### src/rtl/dma_rx_pkg.sv
package dma_rx_pkg;
  localparam int WORD_W     = 16;
  localparam int WORD_BYTES = WORD_W / 8;
  localparam int REG_AW     = 3;

  typedef enum logic [REG_AW-1:0] {
    REG_CTRL = 3'd0,
    REG_SRC  = 3'd1,
    REG_DST  = 3'd2,
    REG_LEN  = 3'd3,
    REG_STAT = 3'd4
  } reg_e;
endpackage

### src/rtl/dma_rx_cfg.sv
module dma_rx_cfg
  import dma_rx_pkg::*;
#(
  parameter int ADDR_W = 16,
  parameter int LEN_W  = 12
) (
  input  logic              we_i,
  input  logic [REG_AW-1:0] addr_i,
  input  logic              run_i,
  input  logic [ADDR_W-1:0] src_i,
  input  logic [ADDR_W-1:0] dst_i,
  input  logic [LEN_W-1:0]  rem_i,
  input  logic              irq_i,
  output logic              ctrl_we_o,
  output logic              src_we_o,
  output logic              dst_we_o,
  output logic              len_we_o,
  output logic              stat_we_o,
  output logic [ADDR_W-1:0] rdata_o
);
  always_comb begin
    ctrl_we_o = 1'b0;
    src_we_o  = 1'b0;
    dst_we_o  = 1'b0;
    len_we_o  = 1'b0;
    stat_we_o = 1'b0;
    case (addr_i)
      REG_CTRL: ctrl_we_o = we_i;
      REG_SRC:  src_we_o  = we_i;
      REG_DST:  dst_we_o  = we_i;
      REG_LEN:  len_we_o  = we_i;
      REG_STAT: stat_we_o = we_i;
      default: ;
    endcase
  end

  always_comb begin
    case (addr_i)
      REG_CTRL: rdata_o = ADDR_W'(run_i);
      REG_SRC:  rdata_o = src_i;
      REG_DST:  rdata_o = dst_i;
      REG_LEN:  rdata_o = ADDR_W'(rem_i);
      REG_STAT: rdata_o = ADDR_W'(irq_i);
      default:  rdata_o = '0;
    endcase
  end
endmodule

### src/rtl/dma_rx_engine.sv
module dma_rx_engine
  import dma_rx_pkg::*;
#(
  parameter int ADDR_W = 16,
  parameter int LEN_W  = 12
) (
  input  logic              clk_i,
  input  logic              rst_ni,
  input  logic              ctrl_we_i,
  input  logic              src_we_i,
  input  logic              dst_we_i,
  input  logic              len_we_i,
  input  logic              stat_we_i,
  input  logic [ADDR_W-1:0] wdata_i,
  input  logic              ready_i,
  output logic              xfer_o,
  output logic              run_o,
  output logic [ADDR_W-1:0] src_o,
  output logic [ADDR_W-1:0] dst_o,
  output logic [LEN_W-1:0]  rem_o,
  output logic              irq_o
);
  localparam logic [ADDR_W-1:0] ADDR_STEP = ADDR_W'(WORD_BYTES);
  localparam logic [LEN_W-1:0]  LEN_STEP  = LEN_W'(WORD_BYTES);

  logic              run_q, irq_q;
  logic [ADDR_W-1:0] src_q, dst_q;
  logic [LEN_W-1:0]  rem_q;
  logic [LEN_W-1:0]  len_rnd;
  logic              done;

  // odd byte counts round up to a whole word
  assign len_rnd = {wdata_i[LEN_W-1:1] + (LEN_W-1)'(wdata_i[0]), 1'b0};
  assign done    = run_q && (rem_q == '0);
  assign xfer_o  = run_q && (rem_q != '0) && ready_i;

  always_ff @(posedge clk_i or negedge rst_ni) begin
    if (!rst_ni) begin
      run_q <= 1'b0;
      irq_q <= 1'b0;
      src_q <= '0;
      dst_q <= '0;
      rem_q <= '0;
    end else begin
      if (done)           run_q <= 1'b0;
      else if (ctrl_we_i) run_q <= wdata_i[0];

      if (done)                        irq_q <= 1'b1;
      else if (stat_we_i && wdata_i[0]) irq_q <= 1'b0;

      if (src_we_i && !run_q) src_q <= wdata_i;

      if (xfer_o)                  dst_q <= dst_q + ADDR_STEP;
      else if (dst_we_i && !run_q) dst_q <= wdata_i;

      if (xfer_o)                  rem_q <= rem_q - LEN_STEP;
      else if (len_we_i && !run_q) rem_q <= len_rnd;
    end
  end

  assign run_o = run_q;
  assign src_o = src_q;
  assign dst_o = dst_q;
  assign rem_o = rem_q;
  assign irq_o = irq_q;
endmodule

### src/rtl/dma_rx_word_chan.sv
module dma_rx_word_chan
  import dma_rx_pkg::*;
#(
  parameter int ADDR_W = 16,
  parameter int LEN_W  = 12
) (
  input  logic              clk_i,
  input  logic              rst_ni,
  input  logic              cfg_we_i,
  input  logic [2:0]        cfg_addr_i,
  input  logic [ADDR_W-1:0] cfg_wdata_i,
  output logic [ADDR_W-1:0] cfg_rdata_o,
  input  logic              per_ready_i,
  input  logic [15:0]       per_data_i,
  output logic              per_rd_o,
  output logic [ADDR_W-1:0] per_sel_o,
  output logic              mem_we_o,
  output logic [ADDR_W-1:0] mem_addr_o,
  output logic [15:0]       mem_wdata_o,
  output logic              busy_o,
  output logic              irq_o
);
  logic              ctrl_we, src_we, dst_we, len_we, stat_we;
  logic              xfer, run;
  logic [ADDR_W-1:0] src, dst;
  logic [LEN_W-1:0]  rem_bytes;
  logic              irq;

  dma_rx_cfg #(.ADDR_W(ADDR_W), .LEN_W(LEN_W)) u_cfg (
    .we_i     (cfg_we_i),
    .addr_i   (cfg_addr_i),
    .run_i    (run),
    .src_i    (src),
    .dst_i    (dst),
    .rem_i    (rem_bytes),
    .irq_i    (irq),
    .ctrl_we_o(ctrl_we),
    .src_we_o (src_we),
    .dst_we_o (dst_we),
    .len_we_o (len_we),
    .stat_we_o(stat_we),
    .rdata_o  (cfg_rdata_o)
  );

  dma_rx_engine #(.ADDR_W(ADDR_W), .LEN_W(LEN_W)) u_eng (
    .clk_i    (clk_i),
    .rst_ni   (rst_ni),
    .ctrl_we_i(ctrl_we),
    .src_we_i (src_we),
    .dst_we_i (dst_we),
    .len_we_i (len_we),
    .stat_we_i(stat_we),
    .wdata_i  (cfg_wdata_i),
    .ready_i  (per_ready_i),
    .xfer_o   (xfer),
    .run_o    (run),
    .src_o    (src),
    .dst_o    (dst),
    .rem_o    (rem_bytes),
    .irq_o    (irq)
  );

  // word goes straight from the peripheral to the write port
  assign per_rd_o    = xfer;
  assign mem_we_o    = xfer;
  assign mem_addr_o  = dst;
  assign mem_wdata_o = per_data_i;
  assign per_sel_o   = src;
  assign busy_o      = run;
  assign irq_o       = irq;
endmodule

### config.mk
export PLATFORM = sky130hd
export DESIGN_NAME = dma_rx_word_chan
export DESIGN_NICKNAME = d
export VERILOG_FILES = /design/src/rtl/dma_rx_pkg.sv /design/src/rtl/dma_rx_cfg.sv /design/src/rtl/dma_rx_engine.sv /design/src/rtl/dma_rx_word_chan.sv
export SDC_FILE = /design/constraint.sdc
export NUM_CORES = 1
export LEC_CHECK = 0
export ABC_AREA = 1
export BUFFER_PORTS_ARGS = -buffer_cell sky130_fd_sc_hd__buf_2
export CAP_MARGIN = 10
export CORE_MARGIN = 2
export CORE_UTILIZATION = 30
export DETAILED_ROUTE_END_ITERATION = 8
export PLACE_DENSITY = 0.61
export SYNTH_ARGS = -nofsm -noshare
export SYNTH_HDL_FRONTEND = slang
export SYNTH_SLANG_ARGS = --single-unit
### constraint.sdc
create_clock -name clk_i -period 1.97 [get_ports clk_i]
set_input_delay 0.0985 -clock clk_i [delete_from_list [all_inputs] [get_ports clk_i]]
set_output_delay 0.0985 -clock clk_i [all_outputs]
set_load 0.005 [all_outputs]
Yosys cells after proc, flatten, opt, wreduce, memory -nomap -nowiden
Index checks and enable logic that the tools add are counted.
Cells by class
  add/subtract/negate cells: 3
  $mul: 0
  divide/modulo/power cells: 0
  $lt $le $gt $ge: 0
  eq/ne operators: 4
  shift-type cells: 0
  muxes and demuxes: 14
  bitwise gates (word level): 0
  reduce and logical (&&, ||, !) cells: 15
Operators by type and width (count)
  one-hot mux 16 bit (5 select lines): 1
  2-to-1 mux 16 bit: 2
  2-to-1 mux 12 bit: 2
  adder 16 x 2 -> 16 bit (second input constant): 1
  logical NOT 12 bit: 1
  nonzero test 12 bit: 1
  subtractor 12 x 2 -> 12 bit (second input constant): 1
  adder 11 x 1 -> 11 bit: 1
  2-to-1 mux 1 bit: 9
  nonzero test 2 bit: 4
  logical AND 1 bit: 7
  equality test 3 x 2 -> 1 bit (second input constant): 2
  equality test 3 x 1 -> 1 bit (second input constant): 1
  equality test 3 bit (second input constant): 1
  logical NOT 3 bit: 1
  logical NOT 1 bit: 1
Word-level totals
  register bits after elaboration: 46
  bits in latches: 0
  bits in writable memories: 0
  bits in read-only memories: 0
  output and inout bits: 68
  logic and storage cells: 41
  memories kept: 0

Depth between registers and ports, before layout
Gate-level depths: netlist of run 1.
  depth after elaboration: 5
  mapped depth: 10
  mapped depth without buffers: 10

By module
Synthesis of run 1 repeated with hierarchy kept, for this count alone.
Unflattened totals
  cells, all modules: 462
  area total of the unflattened synthesis: 3251.9 um^2
By module, submodules not included
  dma_rx_engine: instances 1, cells an instance 362, area an instance 2712.6 um^2, sequential area each 1126.1 um^2
  dma_rx_cfg: instances 1, cells an instance 83, area an instance 411.6 um^2, sequential area each 0.0 um^2
  dma_rx_word_chan: instances 1, cells an instance 17, area an instance 127.6 um^2, sequential area each 0.0 um^2

Least setup slack after synthesis of run 1
Ideal clock, no wire load.
  path type: reg2reg
  from: register u_eng.rem_q[3] (netlist: u_eng.rem_o[3])
  to: register u_eng.rem_q[5] (netlist: u_eng.rem_o[5])
  library setup time: 0.123 ns
  arrival: 1.362 ns
  path slack: 0.485 ns
  stages on the path, launching flop included: 10
  period minus slack after synthesis: 1.485 ns
  path through: dfrtp_1 nor2_1 nand2_1 nor2_2 nand2_1 nand2_2 buf_2 o21ai_0 o21ai_0 nand2_1
On the way
  longest elaborated chain between the ends: 4
  elaborated cells on any way between the ends: 6
  those cells by class: 1 x add/sub; 1 x mux; 4 x reduce/logical
RTL lines
  start: declaration: RTL line dma_rx_engine.sv:28  | logic [LEN_W-1:0] rem_q;
  start signal: assignment: RTL line dma_rx_engine.sv:56  | if (xfer_o) rem_q <= rem_q - LEN_STEP;
  start signal: assignment: RTL line dma_rx_engine.sv:57  | else if (len_we_i && !run_q) rem_q <= len_rnd;
  branches (longest 4 deep; another with subtractor 12 x 2 -> 12 bit)
Parallel ways; which one is timed is not known.
A chain may end at the register's enable or synchronous reset.

Worst setup path after layout of run 1
  from: register u_eng.rem_q[5] (netlist: u_eng.rem_o[5])
  to: register u_eng.rem_q[5] (netlist: u_eng.rem_o[5])
The elaborated chain is that of the path after synthesis.

==> results of run 1 <==
-- registers in the layout (all words and copies together) (netlist names) --
register	count
u_eng.dst_o	16
u_eng.irq_o	1
u_eng.rem_o	11
u_eng.run_o	1
u_eng.src_o	16
-- layout make-up --
cell class	instances	area, um^2
timing repair buffer	87	495
sequential	45	1130
tap	136	170
clock buffer	5	68.8
inverter	51	191
multi-input combinational	318	1600
fill	1105	6470
clock inverter	3	65.1
-- logic make-up (layout without fill, tap and decap cells) --
| kind of cell | Yosys count | after routing | share of synthesized area [%] |
|---|---|---|---|
| adder cells (fa/ha/maj) | 4 | 4 | 1.62 |
| AO/OA/AOI/OAI | 47 | 47 | 9.53 |
| XOR/XNOR | 12 | 12 | 3.39 |
| AND/OR/NAND/NOR | 247 | 247 | 34.0 |
| multiplexers | 8 | 8 | 2.91 |
| buffers and inverters | 80 | 146 | 12.2 |
| flip-flops | 45 | 45 | 36.3 |
-- synth_stat cells --
| cell | n |
|---|---|
| a21oi_2 | 1 |
| or2_2 | 1 |
| dfrtp_1 | 45 |
| nand3_1 | 56 |
| nor4_1 | 1 |
| xor2_1 | 10 |
| o21ai_0 | 27 |
| ha_1 | 4 |
| o211ai_1 | 9 |
| nand3b_1 | 1 |
| nand2_1 | 142 |
| clkbuf_1 | 4 |
| o21ai_1 | 1 |
| xnor2_1 | 2 |
| nor3_4 | 1 |
| nand2_2 | 3 |
| mux2_1 | 4 |
| nor2_1 | 30 |
| nor3_1 | 4 |
| inv_2 | 3 |
| o2111ai_1 | 1 |
| mux2_2 | 4 |
| nor3_2 | 1 |
| nor2_2 | 1 |
| buf_2 | 7 |
| buf_4 | 18 |
| nand4_1 | 6 |
| o221ai_1 | 8 |
| inv_1 | 48 |
-- cells in the final DEF (no fill, tap or decap), types with 3 or more instances in the layout --
| master | netlist | final |
|---|---|---|
| nand2_2 | 3 | 3 |
| o21ai_0 | 27 | 27 |
| nor3_1 | 4 | 4 |
| mux2_2 | 4 | 4 |
| inv_2 | 3 | 3 |
| clkbuf_8 | 0 | 5 |
| nor2_1 | 30 | 30 |
| buf_4 | 18 | 10 |
| o221ai_1 | 8 | 8 |
| mux2_1 | 4 | 4 |
| nand3_1 | 56 | 56 |
| ha_1 | 4 | 4 |
| inv_1 | 48 | 48 |
| nand2_1 | 142 | 142 |
| dfrtp_1 | 45 | 45 |
| buf_2 | 7 | 74 |
| o211ai_1 | 9 | 9 |
| nand4_1 | 6 | 6 |
| xor2_1 | 10 | 10 |
-- power by group through the flow --
| stage | Combinational [mW] | Sequential, mW | Clock [mW] |
|---|---|---|---|
| floorplan | 0.968 | 1.56 | 0 |
| global placement | 1.58 | 1.62 | 0 |
| detailed placement | 1.59 | 1.62 | 0 |
| CTS | 1.60 | 1.61 | 0.854 |
| global route | 1.82 | 1.67 | 0.900 |
| finish | 1.60 | 1.62 | 0.849 |
-- routing by layer --
| layer | wire length, um | track usage, % | part of all wire (%) | vias to the layer above |
|---|---|---|---|---|
| met5 | 0 | 0 | 0 | - |
| met4 | 136 | 5.08 | 1.4 | 0 |
| met3 | 540 | 3.53 | 5.5 | 16 |
| met2 | 4840 | 30.7 | 50 | 117 |
| met1 | 4230 | 22.3 | 43 | 1550 |
| li1 | - | - | - | 1558 |
-- tightest hold or removal path: cells and delay by family --
kind          cells  cell delay, ns
simple gates      2            0.12
buf+inv           1            0.09
-- how the worst max path moves through the flow --
stage,from,to,slack [ns]
floorplan,u_eng.rem_o[3]$_DFFE_PN0P_,u_eng.rem_o[5]$_DFFE_PN0P_,0.48
global placement,u_eng.rem_o[8]$_DFFE_PN0P_,u_eng.rem_o[5]$_DFFE_PN0P_,0.21
detailed placement,u_eng.rem_o[8]$_DFFE_PN0P_,u_eng.rem_o[5]$_DFFE_PN0P_,0.24
CTS,u_eng.rem_o[8]$_DFFE_PN0P_,u_eng.rem_o[5]$_DFFE_PN0P_,0.21
global route,u_eng.rem_o[8]$_DFFE_PN0P_,u_eng.rem_o[8]$_DFFE_PN0P_,0.02
finish,u_eng.rem_o[5]$_DFFE_PN0P_,u_eng.rem_o[5]$_DFFE_PN0P_,0.18
-- through the flow --
stage,std cells,total power [mW]
final,645,4.06
after global routing,645,4.39
after detailed placement,636,3.22
after CTS,645,4.07
after floorplan,443,2.52
after global placement,636,3.20
==> results_dict.tcl, run 1 <==
set metrics [dict create \
    status "finished, final reports clean" \
    arrival_ns 1.98 \
    p_per_area_mw_per_mm2 1090 \
    design_area_mm2 0.00371 \
    drive_gt1_share_pct 21.4 \
    cap_violations 0 \
    grt_max_degree 32 \
    maxSlewHeadroom_pct 49.2 \
    insertion_delay_ns 0.31 \
    power_switching_mw 1.66 \
    die_h_um 106 \
    cp.depth 9 \
    totalWireLength_um 9750 \
    grt_usage_pct 17.7 \
    clkPwrFrac_pct 20.9 \
    whs_path_depth 3 \
    h-tree-depth 2 \
    post-route-util_pct 36.4 \
    hp-start "cfg_wdata_i[13]" \
    place_area_mm2 0.00357 \
    io_pins 107 \
    finalSetupTns_ns 0 \
    clock.fmax_mhz 558 \
    postLayoutSetupSlackWorst_ns 0.178 \
    pre_cts_slack_ns 0.235 \
    ant_nets 0 \
    finClkSkew_ns 0.0125 \
    r2r_cells 9 \
    wl_per_cell_um 15.1 \
    avgSynthCellArea_um2 6.99 \
    syn_area_mm2 0.00310 \
    critPathSlowestCell "dfrtp_1" \
    clkTransAtPathRegs_ns 0.10 \
    worstMarginPinSlew_ns 0.762 \
    leakage_nw 1.91 \
    area_growth_syn_to_layout_pct 19.8 \
    post_cts_resized 0 \
    setup_viol 0 \
    synth-seq-cells 45 \
    rows 37 \
    hold_ws_ns 0.0200 \
    initial_core_util_pct 30.4 \
    whs_endpoint "u_eng.dst_o[13]$_DFFE_PN0P_" \
    rsz0062_at_grt "no" \
    crit_chain "nor2_1, nand2_1, nor2_2, nand2_1, nand2_2, buf_12, o21ai_0, o21ai_0, nand2_1" \
    die_w_um 106 \
    critPathMaxStageDelay_ns 0.43 \
    critPathTopFamily "simple AND/OR/NAND/NOR gates" \
    report.final.slew_viol_count 0 \
    nets 551 \
    syn_nets 486 \
    synth_cells 443 \
    clk_path_buf_depth 2 \
    cts_tree "done" \
    grt_pass1_wl_um 15800 \
    die_area_mm2 0.0112 \
    yosysTopAreaCell "dfrtp_1" \
    worstSetupPathType "reg2reg" \
    synth_area_leaders "dfrtp_1 36%, nand2_1 17%, nand3_1 9.0%" \
    drt-pass1-iter-count 4 \
    drt_iter0_drc 225 \
    hold_viol_final 0 \
    grt-ovfl-total 0 \
    diodes 0 \
    path_buf_inv 1 \
    cts_buffers 5 \
    hpwl_um 7440 \
    crit_top_cell "nand2_1" \
    period_minus_slack_ns 1.79 \
    antenna_found_initial 0 \
    r2r-end "u_eng.rem_o[5]$_DFFE_PN0P_" \
    final.period_utilization_pct 91.0 \
    p_int_mw 2.40 \
    start_kind "register" \
    cp_max_fo 16 \
    ff2ff_setup_slack_ns 0.18 \
    cts.sinks 45 \
    synth.distinct_cells 29 \
    synth_seq_area_share_pct 36.3 \
    cts_setup_buffers 0 \
    ctsHoldBuffers 1 \
    port_buffers 74 \
    drc 0 \
    gp_routability_congestion 0.937 \
    grt_pass1_vias 3131 \
    core_area_mm2 0.0102 \
    cp_data_required_time_ns 2.16 \
    r2r-start "u_eng.rem_o[5]$_DFFE_PN0P_" \
    root_buffer "clkbuf_8" \
    cp-end-kind "register" \
    hp-class "in2reg" \
    seqPwrFrac_pct 39.8 \
    vias 3241 \
    swShare_pct 40.9 \
    yosys_warnings 0 \
    synth_top_area_share_pct 36.3 \
    viasPerCell 5.02 \
    p_comb_share_pct 39.3 \
    max-vdd-ir-drop_v 0.000596 \
]
Note: power is estimated with default switching activity, not from simulation.
==> run 2: changes to the inputs <==
CELL_PAD_IN_SITES_DETAIL_PLACEMENT = 1   (was unset)
CELL_PAD_IN_SITES_GLOBAL_PLACEMENT = 1   (was unset)
CORE_UTILIZATION = 29   (was 30)
PLACE_DENSITY = 0.78   (was 0.61)
==> results_dict.tcl, run 2 (synthesized netlist as in run 1, its figures left out) <==
set metrics [dict create \
    hpwl_um 8280 \
    io_pins 107 \
    die_h_um 107 \
    ant_nets 0 \
    clkTransAtPathRegs_ns 0.09 \
    p_int_mw 2.15 \
    initial_core_util_pct 29.9 \
    seqPwrFrac_pct 42.1 \
    ff2ff_setup_slack_ns 0.24 \
    die_area_mm2 0.0115 \
    p_per_area_mw_per_mm2 1050 \
    antenna_found_initial 0 \
    report.final.slew_viol_count 0 \
    rows 37 \
    die_w_um 107 \
    grt_pass1_vias 3459 \
    vias 3262 \
    postLayoutSetupSlackWorst_ns 0.242 \
    cp_data_required_time_ns 2.16 \
    port_buffers 74 \
    rsz0062_at_grt "no" \
    final.period_utilization_pct 87.7 \
    grt_usage_pct 19.1 \
    hold_viol_final 0 \
    cap_violations 0 \
    cts.sinks 45 \
    post-route-util_pct 35.3 \
    mostFrequentLayoutCell "nand2_1" \
    drt_iter0_drc 166 \
    power_switching_mw 1.70 \
    design_area_mm2 0.00366 \
    finalSetupTns_ns 0 \
    p_comb_share_pct 42.8 \
    cp_max_fo 22 \
    pre_cts_slack_ns 0.203 \
    grt_pass1_wl_um 17500 \
    clkPwrFrac_pct 15.2 \
    mostFrequentLayoutCells "142 x nand2_1, 74 x buf_2, 56 x nand3_1, 48 x inv_1, 45 x dfrtp_1" \
    cts_tree "done" \
    maxSlewHeadroom_pct 59.3 \
    status "finished, final reports clean" \
    drive_gt1_share_pct 21.3 \
    clk_path_buf_depth 2 \
    instances_no_fill 647 \
    wl_per_cell_um 16.5 \
    setup_viol 0 \
    cts_setup_buffers 0 \
    hp-class "in2reg" \
    finClkSkew_ns 0.00727 \
    h-tree-depth 2 \
    arrival_ns 1.92 \
    gp_routability_congestion 0.900 \
    leakage_nw 1.88 \
    power.total_mw 3.85 \
    core_area_mm2 0.0104 \
    cp-end-kind "register" \
    drt-pass1-iter-count 4 \
    max-vdd-ir-drop_v 0.000414 \
    cts_buffers 5 \
    diodes 0 \
    period_minus_slack_ns 1.73 \
    grt_max_degree 25 \
    viasPerCell 5.04 \
    hold_ws_ns 0.0284 \
    totalWireLength_um 10700 \
    start_kind "register" \
    nets 553 \
    drc 0 \
    dp.cells 638 \
    place_area_mm2 0.00357 \
    root_buffer "clkbuf_8" \
    fillCellCount 1392 \
    clock.fmax_mhz 579 \
    swShare_pct 44.1 \
    grt-ovfl-total 0 \
    area_growth_syn_to_layout_pct 18.3 \
    insertion_delay_ns 0.30 \
    worstMarginPinSlew_ns 0.610 \
    worstSetupPathType "reg2reg" \
]
run 2: cell count changes in the layout (fill, tap and decap cells not counted), sizes merged:
cell	previous run	this run
buf	86	88
clkinv	1	0
clkbuf	5	8
bufinv	2	0
run 2: worst paths after layout:
check | start | end | depth (start not counted)
hold reg to reg | u_eng.src_o[2]$_DFFE_PN0P_ | u_eng.src_o[2]$_DFFE_PN0P_ | 2
hold / removal | cfg_wdata_i[15] | u_eng.src_o[15]$_DFFE_PN0P_ | 2
max in group asynchronous | rst_ni | u_eng.dst_o[4]$_DFFE_PN0P_ | 3
min in group asynchronous | rst_ni | u_eng.src_o[15]$_DFFE_PN0P_ | 2
setup / recovery | u_eng.rem_o[1]$_DFFE_PN0P_ | u_eng.rem_o[4]$_DFFE_PN0P_ | 9
setup reg to reg | u_eng.rem_o[1]$_DFFE_PN0P_ | u_eng.rem_o[4]$_DFFE_PN0P_ | 9
run 2: critical path, stage by stage (launching register included):
cell,delay (ns)
dfrtp_1,0.38
inv_1,0.15
nand2_1,0.13
nor2_2,0.21
nand2_1,0.12
nand2_2,0.10
buf_4,0.25
o21ai_0,0.13
o21ai_0,0.09
nand2_1,0.07
run 2: cell type report:
class / count / area [um^2] / share of cell area, %
multi-input combinational: 318 / 1600 / 43.6
tap: 136 / 170 / 4.64
clock buffer: 8 / 80.1 / 2.19
timing repair buffer: 89 / 498 / 13.6
sequential: 45 / 1130 / 30.7
inverter: 51 / 191 / 5.23
run 2: layer usage:
metal  routed length [um]  track usage (%)  share of wire, %
met1                 4630             23.7                43
met5                    0                0                 0
met3                  393             2.48               3.7
met2                 5500             34.3                51
met4                  165             5.77               1.5
run 2: repair_timing:
item,in CTS,in global routing
setup endpoints to repair,0,2
hold buffers,1,0
endpoints found under the hold margin,22,0
gates resized for setup,0,1
run 2: power groups by stage:
stage / registers [mW] / logic (mW) / clock network (mW)
global placement: 1.61 / 1.59 / 0
detailed placement: 1.63 / 1.64 / 0
finish: 1.62 / 1.64 / 0.583
global route: 1.66 / 1.86 / 0.636
CTS: 1.61 / 1.66 / 0.602
floorplan: 1.56 / 0.968 / 0
==> run 3: changes to the inputs <==
GPL_TIMING_DRIVEN = 0   (was unset)
HOLD_SLACK_MARGIN = 0.1   (was unset)
==> results_dict.tcl, run 3 (synthesized netlist as in run 1, its figures left out) <==
set metrics [dict create \
    worstSetupPathType "reg2out" \
    crit_chain "nor2_1, nand2_1, nor2_4, a21oi_4, buf_4, buf_4, buf_2" \
    grt_pass1_vias 3646 \
    grt_pass1_wl_um 18600 \
    port_buffers 90 \
    status "finished, final reports clean" \
    clk_path_buf_depth 2 \
    die_w_um 107 \
    cts.sinks 45 \
    nets 597 \
    antenna_found_initial 0 \
    cp_max_fo 11 \
    gp_routability_congestion 0.871 \
    critPathTopFamily "simple AND/OR/NAND/NOR gates" \
    core_area_mm2 0.0104 \
    hp-class "in2reg" \
    final.period_utilization_pct 94.9 \
    cts_tree "done" \
    critPathSlowestCell "dfrtp_1" \
    drt_iter0_drc 124 \
    viasPerCell 5.01 \
    drc 0 \
    maxSlewHeadroom_pct 26.9 \
    report.final.slew_viol_count 0 \
    die_area_mm2 0.0115 \
    arrival_ns 1.77 \
    hold_viol_final 0 \
    mostFrequentLayoutCell "nand2_1" \
    clkTransAtPathRegs_ns 0.10 \
    mostFrequentLayoutCells "141 x nand2_1, 96 x buf_2, 56 x nand3_1, 48 x inv_1, 45 x dfrtp_1" \
    vias 3459 \
    h-tree-depth 2 \
    wl_per_cell_um 16.6 \
    crit_top_cell "buf_4" \
    area_growth_syn_to_layout_pct 28.9 \
    grt_max_degree 46 \
    critPathMaxStageDelay_ns 0.45 \
    io_pins 107 \
    clock.fmax_mhz 535 \
    grt-ovfl-total 0 \
    cp-end-kind "output port" \
    drt-pass1-iter-count 4 \
    max-vdd-ir-drop_v 0.000425 \
    die_h_um 107 \
    rsz0062_at_grt "no" \
    ant_nets 0 \
    cp_data_required_time_ns 1.87 \
    drive_gt1_share_pct 25.6 \
    post-route-util_pct 38.5 \
    leakage_nw 2.06 \
    finClkSkew_ns 0.00891 \
    initial_core_util_pct 29.9 \
    worstMarginPinSlew_ns 1.10 \
    start_kind "register" \
    hpwl_um 8680 \
    path_buf_inv 3 \
    rows 37 \
    root_buffer "clkbuf_8" \
    cts_buffers 5 \
    insertion_delay_ns 0.31 \
    finalSetupTns_ns 0 \
    p_per_area_mw_per_mm2 1030 \
    cap_violations 0 \
    totalWireLength_um 11400 \
    diodes 0 \
    period_minus_slack_ns 1.87 \
    grt_usage_pct 20.5 \
    setup_viol 0 \
]
-- run 3: repair_timing --
item                                   4_1_cts  5_1_grt
resized for setup                            2        4
endpoints found under the hold margin       60        0
cloned                                       0        0
hold buffers                                12        0
buffers inserted                             1        1
pin swaps                                    1        1
setup endpoints to repair                    2       26
-- run 3: worst paths after layout --
check	from	endpoint	slack (ns)	cells past startpoint
max	u_eng.rem_o[6]$_DFFE_PN0P_	per_rd_o	0.10	7
max in group asynchronous	rst_ni	u_eng.dst_o[9]$_DFFE_PN0P_	0.76	2
min in group asynchronous	rst_ni	u_eng.src_o[15]$_DFFE_PN0P_	0.53	2
min	cfg_wdata_i[10]	u_eng.dst_o[10]$_DFFE_PN0P_	0.10	3
min reg2reg	u_eng.src_o[15]$_DFFE_PN0P_	u_eng.src_o[15]$_DFFE_PN0P_	0.53	1
max reg2reg	u_eng.rem_o[6]$_DFFE_PN0P_	u_eng.rem_o[6]$_DFFE_PN0P_	0.18	9
-- run 3: tightest hold or removal path, delay by kind of cell --
kind,cells,cell delay [ns]
buffers and inverters,1,0.13
AND/OR/NAND/NOR,2,0.14
-- run 3: layout make-up --
cell class	count	area, um^2
plain buffers	29	188
clock inverters	1	30.0
multi-input cells	318	1620
flip-flops and latches	45	1130
fillers	1360	6380
well taps	136	170
clock buffers	7	86.3
inverters	51	191
repair buffers	104	586
-- run 3: metal layers --
metal | global-route usage [%] | vias to the layer above | part of all wire [%]
li1 | - | 1644 | -
met1 | 25.3 | 1701 | 43
met2 | 36.8 | 98 | 51
met3 | 2.97 | 16 | 4.5
met4 | 5.95 | 0 | 1.7
met5 | 0 | - | 0
-- run 3: power breakdown --
group          total (mW)  internal (mW)  switching [mW]
Combinational        1.70          0.690            1.01
Sequential           1.63           1.24           0.398
Clock               0.767          0.415           0.352
Total                4.10           2.34            1.76
-- run 3: through the flow --
step	total power, mW	std cells	cell area (um^2)	hold WS, ns	setup slack [ns]
after floorplan	2.52	443	3100	-0.197	0.485
after global placement	3.20	669	3720	0.332	0.0768
after detailed placement	3.29	669	3720	0.342	0.0634
after CTS	4.09	690	3970	0.101	0.0125
after global routing	4.43	691	3990	0.117	0.0146
final	4.10	691	3990	0.101	0.100
